**config.mk**
```make
export PLATFORM = sky130hd
export DESIGN_NAME = adc_timing_seq
export DESIGN_NICKNAME = d
export VERILOG_FILES = /design/src/rtl/adc_seq_pkg.sv /design/src/rtl/adc_phase_timer.sv /design/src/rtl/adc_sar_core.sv /design/src/rtl/adc_timing_seq.sv
export SDC_FILE = /design/constraint.sdc
export NUM_CORES = 1
export LEC_CHECK = 0
export ABC_CLOCK_PERIOD_IN_PS = 5000
export BUFFER_PORTS_ARGS = -buffer_cell sky130_fd_sc_hd__buf_2
export CAP_MARGIN = 20
export CORE_MARGIN = 2
export CORE_UTILIZATION = 40
export DETAILED_ROUTE_END_ITERATION = 6
export MAX_ROUTING_LAYER = met4
export PLACE_DENSITY = 0.6
export SLEW_MARGIN = 0
export SYNTH_ARGS = -nofsm -noshare
export SYNTH_HDL_FRONTEND = slang
export SYNTH_SLANG_ARGS = --single-unit
```
**constraint.sdc**
```tcl
create_clock -name clk -period 5 [get_ports clk]
set_input_delay 0 -clock clk [delete_from_list [all_inputs] [get_ports clk]]
set_output_delay 0 -clock clk [all_outputs]
set_load 0.005 [all_outputs]
```
**src/rtl/adc_seq_pkg.sv**
```systemverilog
package adc_seq_pkg;

    typedef enum logic [1:0] {
        PH_IDLE   = 2'd0,
        PH_SAMPLE = 2'd1,
        PH_CONV   = 2'd2,
        PH_WRITE  = 2'd3
    } phase_t;

endpackage

```
**src/rtl/adc_phase_timer.sv**
```systemverilog
module adc_phase_timer
    import adc_seq_pkg::*;
#(
    parameter int RES_W       = 10,
    parameter int SAMPLE_BASE = 8,
    parameter int STEP_BASE   = 4
) (
    input  logic   clk,
    input  logic   rst_n,
    input  logic   start_i,
    input  logic   slow_i,
    output phase_t phase_o,
    output logic   step_o,
    output logic   last_o
);

    localparam int MAX_LEN = (SAMPLE_BASE > STEP_BASE) ? 2 * SAMPLE_BASE : 2 * STEP_BASE;
    localparam int CNT_W   = $clog2(MAX_LEN);
    localparam int IDX_W   = (RES_W > 1) ? $clog2(RES_W) : 1;

    localparam logic [CNT_W-1:0] SAMP_END_F = CNT_W'(SAMPLE_BASE - 1);
    localparam logic [CNT_W-1:0] SAMP_END_S = CNT_W'(2 * SAMPLE_BASE - 1);
    localparam logic [CNT_W-1:0] STEP_END_F = CNT_W'(STEP_BASE - 1);
    localparam logic [CNT_W-1:0] STEP_END_S = CNT_W'(2 * STEP_BASE - 1);
    localparam logic [IDX_W-1:0] IDX_TOP    = IDX_W'(RES_W - 1);

    typedef struct packed {
        phase_t           phase;
        logic             slow;
        logic [CNT_W-1:0] cnt;
        logic [IDX_W-1:0] idx;
    } timer_t;

    timer_t tm_q, tm_d;
    logic [CNT_W-1:0] samp_end, step_end;
    logic step_hit;

    always_comb begin
        samp_end = tm_q.slow ? SAMP_END_S : SAMP_END_F;
        step_end = tm_q.slow ? STEP_END_S : STEP_END_F;
        step_hit = (tm_q.phase == PH_CONV) && (tm_q.cnt == step_end);
        tm_d     = tm_q;
        if (start_i) begin
            tm_d.phase = PH_SAMPLE;
            tm_d.slow  = slow_i;
            tm_d.cnt   = '0;
            tm_d.idx   = IDX_TOP;
        end else begin
            unique case (tm_q.phase)
                PH_SAMPLE: begin
                    if (tm_q.cnt == samp_end) begin
                        tm_d.phase = PH_CONV;
                        tm_d.cnt   = '0;
                        tm_d.idx   = IDX_TOP;
                    end else begin
                        tm_d.cnt = tm_q.cnt + 1'b1;
                    end
                end
                PH_CONV: begin
                    if (step_hit) begin
                        tm_d.cnt = '0;
                        if (tm_q.idx == '0) tm_d.phase = PH_WRITE;
                        else                tm_d.idx   = tm_q.idx - 1'b1;
                    end else begin
                        tm_d.cnt = tm_q.cnt + 1'b1;
                    end
                end
                PH_WRITE: tm_d.phase = PH_IDLE;
                default:  tm_d.phase = PH_IDLE;
            endcase
        end
    end

    always_ff @(posedge clk or negedge rst_n) begin
        if (!rst_n) begin
            tm_q <= '{phase: PH_IDLE, slow: 1'b0, cnt: '0, idx: '0};
        end else begin
            tm_q <= tm_d;
        end
    end

    assign phase_o = tm_q.phase;
    assign step_o  = step_hit;
    assign last_o  = step_hit && (tm_q.idx == '0);

endmodule

```
**src/rtl/adc_sar_core.sv**
```systemverilog
module adc_sar_core #(
    parameter int RES_W = 10
) (
    input  logic             clk,
    input  logic             rst_n,
    input  logic             start_i,
    input  logic             step_i,
    input  logic             last_i,
    input  logic             cmp_i,
    output logic [RES_W-1:0] trial_o,
    output logic [RES_W-1:0] result_o,
    output logic             done_o
);

    localparam logic [RES_W-1:0] TOP_BIT = {1'b1, {(RES_W-1){1'b0}}};

    typedef struct packed {
        logic [RES_W-1:0] trial;
        logic [RES_W-1:0] mask;
        logic [RES_W-1:0] result;
        logic             done;
    } sar_t;

    sar_t sr_q, sr_d;
    logic [RES_W-1:0] kept;

    always_comb begin
        kept      = cmp_i ? sr_q.trial : (sr_q.trial & ~sr_q.mask);
        sr_d      = sr_q;
        sr_d.done = 1'b0;
        if (start_i) begin
            sr_d.trial = TOP_BIT;
            sr_d.mask  = TOP_BIT;
        end else if (step_i) begin
            if (last_i) begin
                sr_d.trial  = kept;
                sr_d.result = kept;
                sr_d.done   = 1'b1;
            end else begin
                sr_d.trial = kept | (sr_q.mask >> 1);
                sr_d.mask  = sr_q.mask >> 1;
            end
        end
    end

    always_ff @(posedge clk or negedge rst_n) begin
        if (!rst_n) begin
            sr_q <= '{trial: '0, mask: '0, result: '0, done: 1'b0};
        end else begin
            sr_q <= sr_d;
        end
    end

    assign trial_o  = sr_q.trial;
    assign result_o = sr_q.result;
    assign done_o   = sr_q.done;

endmodule

```
**src/rtl/adc_timing_seq.sv**
```systemverilog
module adc_timing_seq
    import adc_seq_pkg::*;
#(
    parameter int RES_W       = 10,
    parameter int DATA_W      = 8,
    parameter int SAMPLE_BASE = 8,
    parameter int CONV_BASE   = 40
) (
    input  logic              clk,
    input  logic              rst_n,
    input  logic              wr_strobe_i,
    input  logic [DATA_W-1:0] wr_data_i,
    input  logic              slow_sel_i,
    input  logic              cmp_i,
    output logic              busy_o,
    output logic              sample_en_o,
    output logic              step_o,
    output logic [RES_W-1:0]  trial_o,
    output logic [RES_W-1:0]  result_o,
    output logic              done_o
);

    localparam int STEP_BASE = CONV_BASE / RES_W;

    phase_t phase;
    logic   step_stb;
    logic   last_stb;
    logic   data_unused;

    assign data_unused = ^wr_data_i;

    adc_phase_timer #(
        .RES_W       (RES_W),
        .SAMPLE_BASE (SAMPLE_BASE),
        .STEP_BASE   (STEP_BASE)
    ) u_timer (
        .clk     (clk),
        .rst_n   (rst_n),
        .start_i (wr_strobe_i),
        .slow_i  (slow_sel_i),
        .phase_o (phase),
        .step_o  (step_stb),
        .last_o  (last_stb)
    );

    adc_sar_core #(
        .RES_W (RES_W)
    ) u_sar (
        .clk      (clk),
        .rst_n    (rst_n),
        .start_i  (wr_strobe_i),
        .step_i   (step_stb),
        .last_i   (last_stb),
        .cmp_i    (cmp_i),
        .trial_o  (trial_o),
        .result_o (result_o),
        .done_o   (done_o)
    );

    assign busy_o      = (phase == PH_SAMPLE) || (phase == PH_CONV);
    assign sample_en_o = (phase == PH_SAMPLE);
    assign step_o      = step_stb;

endmodule


```
==> run summary <==
minimum clock period: 2300 ps
met2 Usage GRT: 0.249
Avg Vias per Cell: 4.82
Synth Area per Inst: 9.17 sq um
Critical Path Source Type: flip-flop
register area share after synthesis: 0.492
Cell variety after synth: 38
largest net degree at the start of global routing: 43
layout cell share with drive strength beyond 1: 0.191
Util after Layout: 0.442
Die ar.: 0.00594 sq mm
post-CTS resize count: 0
Final Hold Fails: 0
Max-Cap Viols: 0
Hold Crit Depth: 3
ANT cells: 0
Core ar.: 0.00514 sq mm
Die Width: 77.1 um
number of synthesized flops with an enable pin: 0
Worst EP required: 5150 ps
RD Place Congestion: 0.717
clock group share of total power: 0.308
Clock Pin Slew Worst Setup and Hold Paths: 90 ps
worst min path class: in2reg
grt peak-use layer: met2
Area Overhead vs Synth: 6.26%
Setup crit end kind: flip-flop
most common cell after layout, fill and taps aside: dfrtp_1
PD cells: 316 mW/mm^2
P_leak: 0.00102 uW
Switching Share: 0.297
final net count: 257
vias: 1498
Syn Nets: 250
DR iter-0 viols: 80
initial antenna violation count: 0
Final setup viols: 0
vias in the first global route: 1524
Max Root-Sink Buffers: 2
M3 GR Usage: 0.0282
drt wl/cell: 12.7 um
Comb pwr share: 0.180
Crit Path Category: reg2reg
Clock Skew: 5.42 ps
post-route setup TNS: 0 ps
asr flop ratio synth: 1.00
Slew Limit Fails: 0
cts bufs inserted: 5
VDD IR max: 0.000213 V
Global Route met1 Usage: 0.189
RSZ-0062 raised after global routing: false
WL final: 3.94 mm
# clock sinks: 42
synthesized area: 0.00214 sq mm
Initial Util: 0.416
row count: 26
Max Freq: 435 MHz
Power Internal: 505 uW
All-Layer GR Usage: 0.151
Port-buffer cells: 28
IO Pins: 37
Seq cells post-synth: 42
CTS tree: yes
worst skew pair latency: 290 ps
outcome: finished clean
hpwl dp: 2.61 mm
H-Tree Depth: 2
Die H: 77.1 um
CP arrival: 2450 ps
most frequent cells in the layout: dfrtp_1 (42), o21ai_0 (37), nand2_1 (35)
Cells after Synth: 233
Main synth FF type: dfrtp_1
total gr overflow: 0
Psw: 214 uW
first drt pass iteration count: 4
Tcrit/Tclk final: 0.459
slew margin rel.: 0.371
Reg power frac: 0.512
first-pass GRT wire length: 7.02 mm
Least-Margin Pin Slew: 944 ps
Reg2Reg Depth: 6
CTS root buf: clkbuf_8
Ys Warns: 0
DRC viols: 0
remaining antenna violation count: 0
Max FO, Critical Path: 20
-- worst max-delay path: stages, from the launching register on --
cell and delay (ps):
dfrtp_1 380, inv_1 70, ha_1 370, nand2b_1 260, nand4b_1 730, nand2_1 240, o21ai_0 100
-- through the flow --
stage	hold slack [ps]	setup WS [ps]	std cells	instance area [sq um]	total power (uW)
2_1_floorplan	-296	3300	233	2140	467
3_3_place_gp	210	2590	301	2160	502
3_5_place_dp	207	2600	301	2160	504
4_1_cts	127	2600	311	2270	731
5_1_grt	144	2330	311	2270	766
6_report	126	2700	311	2270	719
-- per-layer routing --
layer  vias to the layer above  wire (um)
met1                       689       1910
met4                         0         40
met3                         4        122
met2                        24       1870
li1                        781          -
met5                         -          0
-- power by group through the flow --
stage | combinational [uW] | clock [uW] | sequential, uW
4_1_cts | 131 | 232 | 368
3_3_place_gp | 127 | 0 | 375
2_1_floorplan | 95.6 | 0 | 371
6_report | 129 | 221 | 368
5_1_grt | 152 | 243 | 370
3_5_place_dp | 129 | 0 | 375
-- sequential cells by signal (all words and copies together), names as in the netlist --
name / cells
u_timer.tm_q: 9
u_timer.phase_o: 2
u_sar.result_o: 10
u_sar.done_o: 1
u_sar.sr_q: 10
u_sar.trial_o: 10
-- path summary, 6_finish.rpt --
kind	from	endpoint	slack, ps
worst max register to register	u_timer.phase_o[0]	u_sar.result_o[4]	2700
max in group asynchronous	rst_n	u_timer.tm_q[6]	4040
worst max-delay path	u_timer.phase_o[0]	u_sar.result_o[4]	2700
worst min-delay path	cmp_i	u_sar.result_o[3]	130
min in group asynchronous	rst_n	u_sar.result_o[7]	390
worst min register to register	u_sar.result_o[5]	u_sar.result_o[5]	480
-- kinds of logic (layout without fill, tap and decap cells) --
| kind of cell | count (synthesis) | count (layout) | synth area share |
|---|---|---|---|
| DFF | 42 | 42 | 0.492 |
| and+or+nand+nor | 61 | 61 | 0.143 |
| AOI/OAI and AO/OA | 72 | 72 | 0.184 |
| buffers and inverters | 49 | 57 | 0.131 |
| adders and majority gates | 4 | 4 | 0.0234 |
| muxes | 2 | 2 | 0.0105 |
| xor gates and xnor gates | 3 | 3 | 0.0158 |
-- Yosys cell counts, types with 4 or more instances --
cell,number,area share
a21oi_1,24,0.056
inv_1,18,0.032
buf_2,4,0.0094
nand2_1,35,0.061
o21ai_0,37,0.087
dfrtp_1,42,0.49
ha_1,4,0.023
nor2_1,5,0.0088
clkbuf_1,5,0.0088
buf_4,20,0.070
nand3_1,5,0.012
-- final cells by class --
| cell class | instances | area [sq um] |
|---|---|---|
| inverters | 18 | 67.6 |
| repair buffers | 31 | 168 |
| well taps | 70 | 87.6 |
| clock inverters | 3 | 21.3 |
| clock buffers | 5 | 68.8 |
| multi-input cells | 142 | 807 |
| fillers | 546 | 2870 |
| flip-flops and latches | 42 | 1050 |
-- timing repair --
action,4_1_cts,5_1_grt
hold buffers,2,0
buffers inserted,0,0
endpoints found under the hold margin,43,0
Note: power is estimated with default switching activity, not from simulation.
